==> src/rtl/iq_tap_pkg.sv <==
package iq_tap_pkg;
   // Slot order is behavioural: low byte before high byte, I before Q.
   typedef enum logic [1:0] {
      SLOT_I_LO = 2'd0,
      SLOT_I_HI = 2'd1,
      SLOT_Q_LO = 2'd2,
      SLOT_Q_HI = 2'd3
   } slot_e;

   localparam int unsigned NUM_CH   = 2;
   localparam int unsigned NUM_SLOT = 4;
endpackage

==> src/rtl/iq_tap_decode.sv <==
module iq_tap_decode
   import iq_tap_pkg::*;
#(
   parameter int unsigned ADDR_W = 8,
   parameter logic [ADDR_W-1:0] BASE_ADDR = 8'h50
) (
   input  logic [ADDR_W-1:0] bus_addr,
   input  logic              bus_rd,
   input  logic              bus_wr,
   output logic              hit,
   output slot_e             slot,
   output logic [NUM_CH-1:0] rd_lo,
   output logic [NUM_CH-1:0] wr_lo,
   output logic [NUM_CH-1:0] wr_hi
);
   logic [ADDR_W-1:0] offset;

   assign offset = bus_addr - BASE_ADDR;
   assign hit    = (bus_addr >= BASE_ADDR) && (offset < ADDR_W'(NUM_SLOT));
   assign slot   = slot_e'(offset[1:0]);

   for (genvar c = 0; c < NUM_CH; c++) begin : g_ch
      logic sel_lo, sel_hi;
      assign sel_lo   = hit && (offset[1:0] == 2'(2*c));
      assign sel_hi   = hit && (offset[1:0] == 2'(2*c+1));
      assign rd_lo[c] = bus_rd && sel_lo;
      assign wr_lo[c] = bus_wr && sel_lo;
      assign wr_hi[c] = bus_wr && sel_hi;
   end
endmodule

==> src/rtl/iq_tap_lane.sv <==
module iq_tap_lane #(
   parameter int unsigned SAMPLE_W = 14,
   parameter int unsigned DATA_W   = 8
) (
   input  logic                clk,
   input  logic                rst_n,
   input  logic                live_stb,
   input  logic [SAMPLE_W-1:0] live,
   input  logic                ovr_sel,
   input  logic                rd_lo,
   input  logic                wr_lo,
   input  logic                wr_hi,
   input  logic [DATA_W-1:0]   wdata,
   output logic [DATA_W-1:0]   lo_byte,
   output logic [DATA_W-1:0]   hi_byte,
   output logic [SAMPLE_W-1:0] dac
);
   localparam int unsigned HI_W = SAMPLE_W - DATA_W;

   logic [HI_W-1:0]     hold_q;
   logic [DATA_W-1:0]   stage_q;
   logic [SAMPLE_W-1:0] ovr_q;

   // Snapshot of the upper bits, taken together with the low byte.
   always_ff @(posedge clk) begin
      if (!rst_n)     hold_q <= '0;
      else if (rd_lo) hold_q <= live[SAMPLE_W-1:DATA_W];
   end

   // Two-step override assembly: low byte staged, high byte commits.
   always_ff @(posedge clk) begin
      if (!rst_n) begin
         stage_q <= '0;
         ovr_q   <= '0;
      end else begin
         if (wr_lo) stage_q <= wdata;
         if (wr_hi) ovr_q   <= {wdata[HI_W-1:0], stage_q};
      end
   end

   always_ff @(posedge clk) begin
      if (!rst_n)        dac <= '0;
      else if (ovr_sel)  dac <= ovr_q;
      else if (live_stb) dac <= live;
   end

   assign lo_byte = live[DATA_W-1:0];

   if (DATA_W > HI_W) begin : g_pad
      assign hi_byte = {{(DATA_W-HI_W){1'b0}}, hold_q};
   end else begin : g_nopad
      assign hi_byte = hold_q;
   end

   p_snap_r3: assert property (@(posedge clk) disable iff (!rst_n)
      rd_lo |=> hi_byte[HI_W-1:0] == $past(live[SAMPLE_W-1:DATA_W]));

   p_follow_r8: assert property (@(posedge clk) disable iff (!rst_n)
      (!ovr_sel && live_stb) |=> dac == $past(live));

   p_idle_r8: assert property (@(posedge clk) disable iff (!rst_n)
      (!ovr_sel && !live_stb) |=> $stable(dac));

   p_ovr_hold_r7: assert property (@(posedge clk) disable iff (!rst_n)
      (ovr_sel && $past(ovr_sel) && !$past(wr_hi) && !wr_hi) |=> $stable(dac));
endmodule

==> src/rtl/iq_tap_port.sv <==
module iq_tap_port
   import iq_tap_pkg::*;
#(
   parameter int unsigned SAMPLE_W = 14,
   parameter int unsigned DATA_W   = 8,
   parameter int unsigned ADDR_W   = 8,
   parameter logic [ADDR_W-1:0] BASE_ADDR = 8'h50
) (
   input  logic                clk,
   input  logic                rst_n,
   input  logic [ADDR_W-1:0]   bus_addr,
   input  logic                bus_rd,
   input  logic                bus_wr,
   input  logic [DATA_W-1:0]   bus_wdata,
   output logic [DATA_W-1:0]   bus_rdata,
   input  logic                ovr_sel,
   input  logic                live_stb,
   input  logic [SAMPLE_W-1:0] live_i,
   input  logic [SAMPLE_W-1:0] live_q,
   output logic [SAMPLE_W-1:0] dac_i,
   output logic [SAMPLE_W-1:0] dac_q
);
   localparam int unsigned HI_W = SAMPLE_W - DATA_W;

   if (SAMPLE_W <= DATA_W || SAMPLE_W > 2*DATA_W) begin : g_bad_width
      $error("iq_tap_port: SAMPLE_W must exceed DATA_W and fit in two bytes");
   end
   if (int'(BASE_ADDR) > (2**ADDR_W) - int'(NUM_SLOT)) begin : g_bad_base
      $error("iq_tap_port: map does not fit in the address space");
   end

   logic              hit;
   slot_e             slot;
   logic [NUM_CH-1:0] rd_lo, wr_lo, wr_hi;

   iq_tap_decode #(.ADDR_W(ADDR_W), .BASE_ADDR(BASE_ADDR)) u_dec (
      .bus_addr (bus_addr),
      .bus_rd   (bus_rd),
      .bus_wr   (bus_wr),
      .hit      (hit),
      .slot     (slot),
      .rd_lo    (rd_lo),
      .wr_lo    (wr_lo),
      .wr_hi    (wr_hi)
   );

   logic [SAMPLE_W-1:0] live_a [NUM_CH];
   logic [SAMPLE_W-1:0] dac_a  [NUM_CH];
   logic [DATA_W-1:0]   lo_b   [NUM_CH];
   logic [DATA_W-1:0]   hi_b   [NUM_CH];

   assign live_a[0] = live_i;
   assign live_a[1] = live_q;
   assign dac_i     = dac_a[0];
   assign dac_q     = dac_a[1];

   for (genvar c = 0; c < NUM_CH; c++) begin : g_lane
      iq_tap_lane #(.SAMPLE_W(SAMPLE_W), .DATA_W(DATA_W)) u_lane (
         .clk      (clk),
         .rst_n    (rst_n),
         .live_stb (live_stb),
         .live     (live_a[c]),
         .ovr_sel  (ovr_sel),
         .rd_lo    (rd_lo[c]),
         .wr_lo    (wr_lo[c]),
         .wr_hi    (wr_hi[c]),
         .wdata    (bus_wdata),
         .lo_byte  (lo_b[c]),
         .hi_byte  (hi_b[c]),
         .dac      (dac_a[c])
      );
   end

   logic [DATA_W-1:0] rd_mux;

   always_comb begin
      unique case (slot)
         SLOT_I_LO: rd_mux = lo_b[0];
         SLOT_I_HI: rd_mux = hi_b[0];
         SLOT_Q_LO: rd_mux = lo_b[1];
         default:   rd_mux = hi_b[1];
      endcase
      if (!hit) rd_mux = '0;
   end

   always_ff @(posedge clk) begin
      if (!rst_n)      bus_rdata <= '0;
      else if (bus_rd) bus_rdata <= rd_mux;
   end

   p_oob_read_r9: assert property (@(posedge clk) disable iff (!rst_n)
      (bus_rd && !hit) |=> bus_rdata == '0);

   p_rsv_zero_r5: assert property (@(posedge clk) disable iff (!rst_n)
      (bus_rd && hit && (slot == SLOT_I_HI || slot == SLOT_Q_HI))
      |=> bus_rdata[DATA_W-1:HI_W] == '0);

   p_rdata_hold_r1: assert property (@(posedge clk) disable iff (!rst_n)
      !bus_rd |=> $stable(bus_rdata));

   p_lo_live_r2: assert property (@(posedge clk) disable iff (!rst_n)
      (bus_rd && slot == SLOT_I_LO && hit) |=> bus_rdata == $past(live_i[DATA_W-1:0]));

   p_strobe_onehot_r1: assert property (@(posedge clk) disable iff (!rst_n)
      $onehot0({rd_lo, wr_lo, wr_hi}) || (bus_rd && bus_wr));
endmodule

==> config.mk <==
export PLATFORM = sky130hd
export DESIGN_NAME = iq_tap_port
export DESIGN_NICKNAME = d
export VERILOG_FILES = /design/src/rtl/iq_tap_pkg.sv /design/src/rtl/iq_tap_decode.sv /design/src/rtl/iq_tap_lane.sv /design/src/rtl/iq_tap_port.sv
export SDC_FILE = /design/constraint.sdc
export NUM_CORES = 1
export LEC_CHECK = 0
export BUFFER_PORTS_ARGS = -buffer_cell sky130_fd_sc_hd__buf_2
export CORE_UTILIZATION = 45
export CTS_BUF_LIST = sky130_fd_sc_hd__clkbuf_8
export DETAILED_ROUTE_END_ITERATION = 7
export GPL_TIMING_DRIVEN = 0
export PLACE_DENSITY = 0.79
export SETUP_SLACK_MARGIN = 0.5
export SLEW_MARGIN = 20
export SYNTH_ARGS = -nofsm -noshare
export SYNTH_HDL_FRONTEND = slang
export SYNTH_SLANG_ARGS = --single-unit
==> constraint.sdc <==
create_clock -name clk -period 1.5 [get_ports clk]
set_clock_uncertainty 0.15 [all_clocks]
set_input_delay 0.15 -clock clk [delete_from_list [all_inputs] [get_ports clk]]
set_output_delay 0.15 -clock clk [all_outputs]
set_load 0.02 [all_outputs]
==> impl_metrics.tcl, run 1 <==
set metrics [dict create \
    hold_start "bus_addr[7]" \
    drtIter0Drc 185 \
    path_clk_slew_ns 0.09 \
    status "finished, violations left" \
    grt_pass1_wl_microns 17600 \
    avgSynthCellArea_sq_um 9.83 \
    yosys.cell_count.top_type "nand2_1" \
    netlist_instances 398 \
    cts_tree "yes" \
    ys_types 26 \
    final_net_count 573 \
    fillers 597 \
    cts_hold_buf 15 \
    pwr-share-seq_pct 52.9 \
    crit_cells 6 \
    dieArea_sq_mm 0.00907 \
    dp_hpwl_microns 7820 \
    syn_area_sq_mm 0.00391 \
    ioPinCount 86 \
    ir_drop_v 0.000376 \
    rsz0062_at_grt "yes" \
    powerDensity_mw_per_mm2 868 \
    hold_viol 2 \
    setup_viol 0 \
    max_freq_mhz 718 \
    synth_commonest_cells "nand2_1, dfxtp_1, mux2i_1" \
    htreeDepth 3 \
    worst-r2r-cell-count 2 \
    grt_use_total_pct 26.1 \
    wl_per_cell_microns 18.0 \
    min_period_ns 1.39 \
    postLayoutCellArea_sq_mm 0.00543 \
    arrival_ns 1.53 \
    swShare_pct 24.9 \
    failed_checks "negative hold slack" \
    viasPerCell 5.43 \
    p_switching_mw 1.17 \
    max-slew-margin-rel_pct 65.8 \
    coreArea_sq_mm 0.00830 \
    setup_ws_ns 0.107 \
    worst_setup_path_start_kind "primary input" \
    area_delta_synth_final_pct 38.7 \
    num_rows 33 \
    tns_ns 0 \
    post-route-period-util_pct 92.9 \
    final_antenna_net_count 0 \
    cpMaxStageDelayCell "or4b_4" \
    yosys-top-cells-area "dfxtp_1, mux2i_1, nand2_1" \
    slowest_delay_ns 0.58 \
    drcViolationCount 0 \
    min_path_type "in -> reg" \
    clock_sinks 92 \
    start_util_pct 47.2 \
    wl_met3_microns 738 \
    insertion_delay_ns 0.36 \
    r2r_start "g_lane[1].u_lane.hold_q[2]$_SDFFE_PN0P_" \
    top_layer "met4" \
    globalplace.congestion 0.814 \
    placed_cell_area_sq_mm 0.00456 \
    globalRoute.totalOverflow 0 \
    p_clk_share_pct 35.4 \
    met1_length_microns 4700 \
    crit_fanout 5 \
    hold_ws_ns -0.0325 \
    dr_wl_met2_microns 5540 \
    portBuffers 82 \
    async_flop_share_pct 0 \
    cts_root_buf "clkbuf_8" \
    synth-seq-cells 92 \
    startpoint "bus_addr[5]" \
    grt_pass1_vias 3494 \
    cpLargestDelayFamily "simple AND/OR/NAND/NOR gates" \
    worstPathRequired_ns 1.63 \
    end_kind "flop" \
    yosysWarnings 0 \
    drv_slew 0 \
    internal-power_mw 3.54 \
    synthFlopType "dfxtp_1" \
    antenna_found_initial 1 \
    yosysTopAreaCellShare_pct 47.1 \
    whs_path_depth 4 \
    syn-num-nets 448 \
    dieHeight_microns 95.3 \
    die_width_microns 95.3 \
    synth_edf_count 0 \
    grt_max_degree 15 \
    ys_seq_area_share_pct 47.1 \
    crit_buf_inv 3 \
    numCtsBuffers 9 \
    p_total_mw 4.71 \
    drv_cap 0 \
    static-leakage-power_nw 2.36 \
    crit_path_frequent_cell "buf_8" \
    pre_cts_ws_ns -0.419 \
    dr.pass1.iters 6 \
    p_comb_share_pct 11.7 \
    max_slew.worst_pin.slew_ns 0.513 \
    crit_chain "buf_8 > or4b_4 > nor3_4 > buf_12 > buf_8 > mux2i_2" \
    yosysTopAreaCell "dfxtp_1" \
    drive_above_1_share_pct 37.3 \
    criticalPathCategory "in -> reg" \
    clockBufferDepth 2 \
    routed_wl_microns 11400 \
    num_vias 3441 \
]
[cells by family after synthesis]
logic type,after synthesis,share of synthesized area [%]
simple gates,150,18.7
mux,92,25.5
flops,92,47.1
buf+inv,28,3.26
compound gates,36,5.50
[routing by layer]
| metal | vias up | track usage, % |
|---|---|---|
| li1 | 1617 | - |
| met1 | 1647 | 31.1 |
| met2 | 145 | 44.5 |
| met3 | 32 | 4.78 |
| met4 | 0 | 14.0 |
| met5 | - | 0 |
[state kept, by name, summed over array words and instances, names as in the netlist]
name                   cells
g_lane.u_lane.hold_q      12
g_lane.u_lane.ovr_q       28
bus_rdata                  8
g_lane.u_lane.stage_q     16
g_lane.u_lane.dac         28
[worst paths after layout]
path              slack (ns)                                      end
setup reg to reg        0.21                bus_rdata[2]$_SDFFE_PN0P_
setup / recovery        0.11   g_lane[0].u_lane.ovr_q[1]$_SDFFE_PN0P_
hold / removal         -0.03                bus_rdata[6]$_SDFFE_PN0P_
hold reg to reg         0.31  g_lane[1].u_lane.hold_q[3]$_SDFFE_PN0P_
[through the flow]
step / utilization, % / instances
4_1_cts: 64.1 / 627
5_1_grt: 65.4 / 634
3_3_place_gp: 55.0 / 585
6_report: 65.4 / 634
2_1_floorplan: - / 398
3_5_place_dp: 55.0 / 585
[worst min-delay path, cell delays in order]
cell	delay [ns]
buf_2	0.11
nor3b_4	0.07
nand4_1	0.07
a21boi_1	0.05
[cell usage in the layout, fill, tap and decap left out, types with 2 or more instances in the layout]
cell type | Yosys | final
a32o_1 | 6 | 6
nand4_1 | 2 | 2
dfxtp_1 | 92 | 50
mux2_2 | 2 | 2
o21ai_1 | 0 | 22
nor3_4 | 2 | 2
nand2_1 | 107 | 107
clkbuf_2 | 0 | 10
buf_2 | 6 | 45
dlygate4sd3_1 | 0 | 15
buf_4 | 0 | 6
inv_1 | 1 | 3
buf_12 | 0 | 2
mux2i_1 | 84 | 79
mux2i_2 | 0 | 5
clkbuf_8 | 0 | 10
clkinv_2 | 0 | 2
nand4b_1 | 2 | 2
a21boi_1 | 0 | 2
clkbuf_1 | 16 | 5
o21ai_0 | 28 | 6
dfxtp_2 | 0 | 42
mux4_2 | 6 | 6
buf_6 | 2 | 50
and2_1 | 28 | 27
buf_8 | 0 | 6
[power by group through the flow]
stage | clock (mW) | combinational [mW] | sequential [mW]
floorplan | 0 | 0.235 | 2.57
global placement | 0 | 0.438 | 2.54
detailed placement | 0 | 0.446 | 2.54
CTS | 1.67 | 0.519 | 2.49
global route | 1.79 | 0.587 | 2.49
finish | 1.67 | 0.551 | 2.49
[final cells by class]
| class | instances | area, sq um | share of cell area, % |
|---|---|---|---|
| Antenna cell | 1 | 2.50 | 0.0461 |
| Buffer | 27 | 218 | 4.01 |
| Clock buffer | 10 | 138 | 2.54 |
| Clock inverter | 6 | 56.3 | 1.04 |
| Inverter | 1 | 3.75 | 0.0692 |
| Multi-Input combinational cell | 278 | 1990 | 36.7 |
| Sequential cell | 92 | 1890 | 34.9 |
| Tap cell | 105 | 131 | 2.42 |
| Timing Repair Buffer | 114 | 993 | 18.3 |
[timing repair]
item                       CTS  global route
setup endpoints to repair  120           118
pin swaps                   10            10
gates cloned                 2             0
gates resized for setup    135            25
hold endpoints to repair    18             1
setup buffers                9             6
No activity file was read; power rests on OpenSTA's default activity.
==> run 2, diff against run 1 <==
--- a/config.mk
+++ b/config.mk
@@ -6,11 +6,11 @@
 export NUM_CORES = 1
 export LEC_CHECK = 0
 export BUFFER_PORTS_ARGS = -buffer_cell sky130_fd_sc_hd__buf_2
-export CORE_UTILIZATION = 45
+export CORE_UTILIZATION = 48
 export CTS_BUF_LIST = sky130_fd_sc_hd__clkbuf_8
 export DETAILED_ROUTE_END_ITERATION = 7
 export GPL_TIMING_DRIVEN = 0
-export PLACE_DENSITY = 0.79
+export PLACE_DENSITY = 0.83
 export SETUP_SLACK_MARGIN = 0.5
 export SLEW_MARGIN = 20
 export SYNTH_ARGS = -nofsm -noshare
==> run 2 against run 1 <==
  * Worst setup slack gained 0.0089 ns
  * Largest cell class unchanged
  * Core utilization grew 4.6 points
  * Clock-buffer cell count shrank 1
  * Sequential share of layout area shrank 0.29 points
  * Clock power grew 23%
  * Final area grew 0.76%
  * Critical endpoint is now g_lane[1].u_lane.ovr_q[5]$_SDFFE_PN0P_
  * The run still ends with negative hold slack left
==> impl_metrics.tcl, run 2 (synthesized netlist as in run 1, its figures left out) <==
set metrics [dict create \
    status "finished, violations left" \
    failed_checks "negative hold slack" \
    dp_hpwl_microns 7740 \
    multi_input_area_sq_mm 0.00197 \
    clockBufferDepth 2 \
    worstPathRequired_ns 1.65 \
    drcViolationCount 0 \
    drv_cap 0 \
    routed_wl_microns 12300 \
    reg.largest.list "g_lane.u_lane.dac x28, g_lane.u_lane.ovr_q x28, g_lane.u_lane.stage_q x16" \
    grt_max_degree 17 \
    p_total_mw 5.10 \
    worst_setup_path_start_kind "primary input" \
    grt_pass1_vias 3662 \
    cts_root_buf "clkbuf_8" \
    pre_cts_ws_ns -0.404 \
    layout_commonest_cell "nand2_1" \
    viasPerCell 5.70 \
    max-slew-margin-rel_pct 60.5 \
    insertion_delay_ns 0.37 \
    num_vias 3619 \
    die_width_microns 92.3 \
    ir_drop_v 0.000548 \
    start_util_pct 50.1 \
    final_antenna_net_count 0 \
    path_clk_slew_ns 0.09 \
    grt_use_total_pct 30.0 \
    clock_sinks 92 \
    cts_tree "yes" \
    end_kind "flop" \
    globalplace.congestion 0.826 \
    crit_fanout 5 \
    register_area_sq_mm 0.00189 \
    globalRoute.totalOverflow 0 \
    dieArea_sq_mm 0.00852 \
    drive_above_1_share_pct 37.5 \
    num_rows 32 \
    coreArea_sq_mm 0.00781 \
    max_slew.worst_pin.slew_ns 0.592 \
    dr.pass1.iters 7 \
    static-leakage-power_nw 2.39 \
    hold_viol 1 \
    final_net_count 578 \
    final_cell_mix "nand2_1, mux2i_1, dfxtp_1" \
    portBuffers 82 \
    dpl.cell_count 582 \
    criticalPathCategory "in -> reg" \
    hold_ws_ns -0.00161 \
    cts_hold_buf 16 \
    area_delta_synth_final_pct 39.7 \
    setup_viol 0 \
    post-route-period-util_pct 92.3 \
    antenna_found_initial 0 \
    n_antenna_cell 0 \
    min_period_ns 1.38 \
    rsz0062_at_grt "yes" \
    fillers 525 \
    dieHeight_microns 92.3 \
    drv_slew 0 \
    r2r_slack_ns 0.19 \
    numCtsBuffers 9 \
    grt_pass1_wl_microns 19200 \
    wl_per_cell_microns 19.4 \
    arrival_ns 1.53 \
    powerDensity_mw_per_mm2 933 \
    ioPinCount 86 \
    drtIter0Drc 284 \
    fin_cells 635 \
    htreeDepth 3 \
    max_freq_mhz 722 \
    setup_ws_ns 0.115 \
    min_path_type "in -> reg" \
]
-- run 2: final timing paths --
kind	startpoint	cells past startpoint	to
max	bus_addr[2]	5	g_lane[1].u_lane.ovr_q[5]$_SDFFE_PN0P_
min	bus_addr[7]	4	bus_rdata[7]$_SDFFE_PN0P_
max reg2reg	g_lane[1].u_lane.hold_q[2]$_SDFFE_PN0P_	2	bus_rdata[2]$_SDFFE_PN0P_
min reg2reg	g_lane[0].u_lane.ovr_q[6]$_SDFFE_PN0P_	2	g_lane[0].u_lane.ovr_q[6]$_SDFFE_PN0P_
-- run 2: layout make-up --
type                            count  share of cell area (%)
Buffer                             27                    3.96
Tap cell                          102                    2.33
Clock inverter                      7                    2.27
Timing Repair Buffer              119                    18.4
Multi-Input combinational cell    278                    36.1
Inverter                            1                  0.0686
Clock buffer                        9                    2.27
Sequential cell                    92                    34.6
-- run 2: critical path, stage by stage --
cell	delay (ns)
buf_8	0.09
or4b_4	0.58
nor3_4	0.27
buf_4	0.23
mux2i_1	0.20
-- run 2: per-stage QoR --
step	cell area [sq um]	setup TNS, ns	hold WS [ns]	utilization [%]
6_report	5470	0	-0.00161	70.0
3_5_place_dp	4560	-13.44	0.281	58.4
5_1_grt	5470	0	-0.00845	70.0
4_1_cts	5400	0	-0.0302	69.1
3_3_place_gp	4560	-10.94	0.269	58.4
2_1_floorplan	4020	-1.49	0.139	-
-- run 2: power by group --
part           switching (mW)  total (mW)  internal (mW)
Clock                   0.933        2.05           1.12
Combinational           0.297       0.560          0.263
Sequential             0.0214        2.49           2.47
Total                    1.25        5.10           3.85
-- run 2: metal layers --
metal | routed length, microns | GRT usage (%) | up-vias
met5 | 0 | 0 | -
met4 | 548 | 19.4 | 0
met3 | 774 | 5.25 | 52
met2 | 6240 | 52.5 | 189
met1 | 4760 | 33.4 | 1757
li1 | - | - | 1621
-- run 2: repair_timing --
item | 4_1_cts | 5_1_grt
buffers inserted | 13 | 6
hold endpoints to repair | 19 | 1
setup endpoints to repair | 116 | 122
pin swaps | 12 | 8
cloned | 1 | 1
gates resized for setup | 126 | 25
==> run 3, diff against run 2 <==
==> constraint.sdc (replaced) <==
create_clock -name clk -period 1.5 [get_ports clk]
set_clock_uncertainty 0.15 [all_clocks]
set_input_delay 0.225 -clock clk [delete_from_list [all_inputs] [get_ports clk]]
set_output_delay 0.225 -clock clk [all_outputs]
set_load 0.02 [all_outputs]
==> run 3 against run 2 <==
  * Worst setup slack lost 0.10 ns
  * Sequential cell count is the same
  * The flow now finishes without violations
  * Wire length grew 7.3%
  * Final area grew 0.43%
  * Largest power group unchanged
  * Critical path type unchanged
  * Clock-buffer cell count grew 1
  * Critical path depth is the same
  * Highest routed layer unchanged
==> impl_metrics.tcl, run 3 (synthesized netlist as in run 1, its figures left out) <==
set metrics [dict create \
    antenna_found_initial 0 \
    drtIter0Drc 326 \
    slowest_delay_ns 0.58 \
    clock_sinks 92 \
    cpMaxStageDelayCell "or4b_4" \
    fillers 491 \
    globalRoute.totalOverflow 0 \
    max_slew.worst_pin.slew_ns 0.585 \
    viasPerCell 5.86 \
    p_total_mw 5.34 \
    dr.pass1.iters 5 \
    path_clk_slew_ns 0.10 \
    ir_drop_v 0.000406 \
    grt_pass1_vias 3624 \
    routed_wl_microns 13200 \
    htreeDepth 3 \
    final_antenna_net_count 0 \
    reg.largest.list "g_lane.u_lane.dac x28, g_lane.u_lane.ovr_q x28, g_lane.u_lane.stage_q x16" \
    met1_length_microns 4750 \
    startpoint "bus_addr[2]" \
    area_delta_synth_final_pct 40.3 \
    crit_cells 5 \
    max-slew-margin-rel_pct 61.0 \
    drcViolationCount 0 \
    top_layer "met4" \
    worst_setup_path_start_kind "primary input" \
    num_rows 32 \
    worst-r2r-cell-count 2 \
    whs_path_depth 3 \
    crit_chain "buf_8 > or4b_4 > nor3_4 > buf_4 > mux2i_1" \
    cts_tree "yes" \
    numCtsBuffers 9 \
    drv_slew 0 \
    r2r_start "g_lane[1].u_lane.hold_q[5]$_SDFFE_PN0P_" \
    hold_viol 0 \
    cts_root_buf "clkbuf_8" \
    post-route-period-util_pct 99.2 \
    globalplace.congestion 0.892 \
    final_net_count 571 \
    crit_fanout 5 \
    insertion_delay_ns 0.38 \
    dieHeight_microns 92.3 \
    dp_hpwl_microns 7730 \
    portBuffers 82 \
    crit_buf_inv 2 \
    final_cell_mix "nand2_1, mux2i_1, dfxtp_1" \
    clockBufferDepth 2 \
    dr_wl_met2_microns 6450 \
    static-leakage-power_nw 2.38 \
    cpLargestDelayFamily "simple AND/OR/NAND/NOR gates" \
    wl_per_cell_microns 21.0 \
    powerDensity_mw_per_mm2 973 \
    setup_viol 0 \
    die_width_microns 92.3 \
    max_freq_mhz 672 \
    hold_start "live_q[10]" \
    grt_pass1_wl_microns 18200 \
    wl_met3_microns 1200 \
    status "complete, no violations" \
    layout_commonest_cell "nand2_1" \
    coreArea_sq_mm 0.00781 \
    n_antenna_cell 0 \
    num_vias 3682 \
    drive_above_1_share_pct 36.5 \
    arrival_ns 1.64 \
    criticalPathCategory "in -> reg" \
    rsz0062_at_grt "yes" \
    worstPathRequired_ns 1.65 \
    grt_use_total_pct 28.4 \
    drv_cap 0 \
    hold_ws_ns 0.0586 \
    start_util_pct 50.1 \
    min_path_type "in -> reg" \
    ioPinCount 86 \
    min_period_ns 1.49 \
    grt_max_degree 16 \
    dieArea_sq_mm 0.00852 \
    end_kind "flop" \
]
==> run 3: repair_timing <==
action | 4_1_cts | 5_1_grt
endpoints found under the hold margin | 14 | 1
buffers inserted | 13 | 3
gates cloned | 1 | 0
endpoints found under the setup margin | 120 | 124
pin swaps | 8 | 15
resized for setup | 126 | 25
hold buffers | 12 | 1
==> run 3: metal layers <==
metal / vias to the layer above / GRT usage, %
met5: - / 0
met4: 0 / 18.6
met3: 76 / 6.32
met2: 253 / 48.1
met1: 1748 / 32.2
li1: 1605 / -
==> run 3: worst reg2reg max path, stage by stage, from the launching register on <==
cell and delay [ns]:
dfxtp_1 0.36, mux4_2 0.51, a32o_1 0.22
==> run 3: where the power goes <==
group          internal, mW  switching, mW
sequential             2.47         0.0218
combinational         0.276          0.314
clock                  1.32          0.939
total                  4.07           1.27
==> run 3: path summary, 6_finish.rpt <==
check | endpoint | slack, ns
worst max-delay path | g_lane[1].u_lane.ovr_q[4]$_SDFFE_PN0P_ | 0.01
worst min-delay path | g_lane[1].u_lane.hold_q[2]$_SDFFE_PN0P_ | 0.06
worst max register to register | bus_rdata[5]$_SDFFE_PN0P_ | 0.16
worst min register to register | g_lane[0].u_lane.ovr_q[2]$_SDFFE_PN0P_ | 0.31
==> run 3: cell type report <==
class / count / area (sq um) / share of cell area, %
inverter: 1 / 3.75 / 0.0684
buffer: 27 / 253 / 4.60
clock inverter: 6 / 135 / 2.46
tap: 102 / 128 / 2.32
clock buffer: 10 / 138 / 2.51
multi-input combinational: 278 / 2000 / 36.4
sequential: 92 / 1890 / 34.4
timing repair buffer: 112 / 947 / 17.2
==> run 3: per-stage QoR <==
step           setup slack (ns)  TNS, ns  cells  instance area [sq um]  utilization [%]
3_5_place_dp             -0.449   -17.90    582                   4600             58.9
2_1_floorplan            -0.149    -2.99    398                   4060                -
6_report                 0.0114        0    628                   5490             70.3
5_1_grt                  0.0117        0    628                   5490             70.3
3_3_place_gp             -0.394   -14.94    582                   4600             58.9
4_1_cts                  0.0318        0    624                   5410             69.3
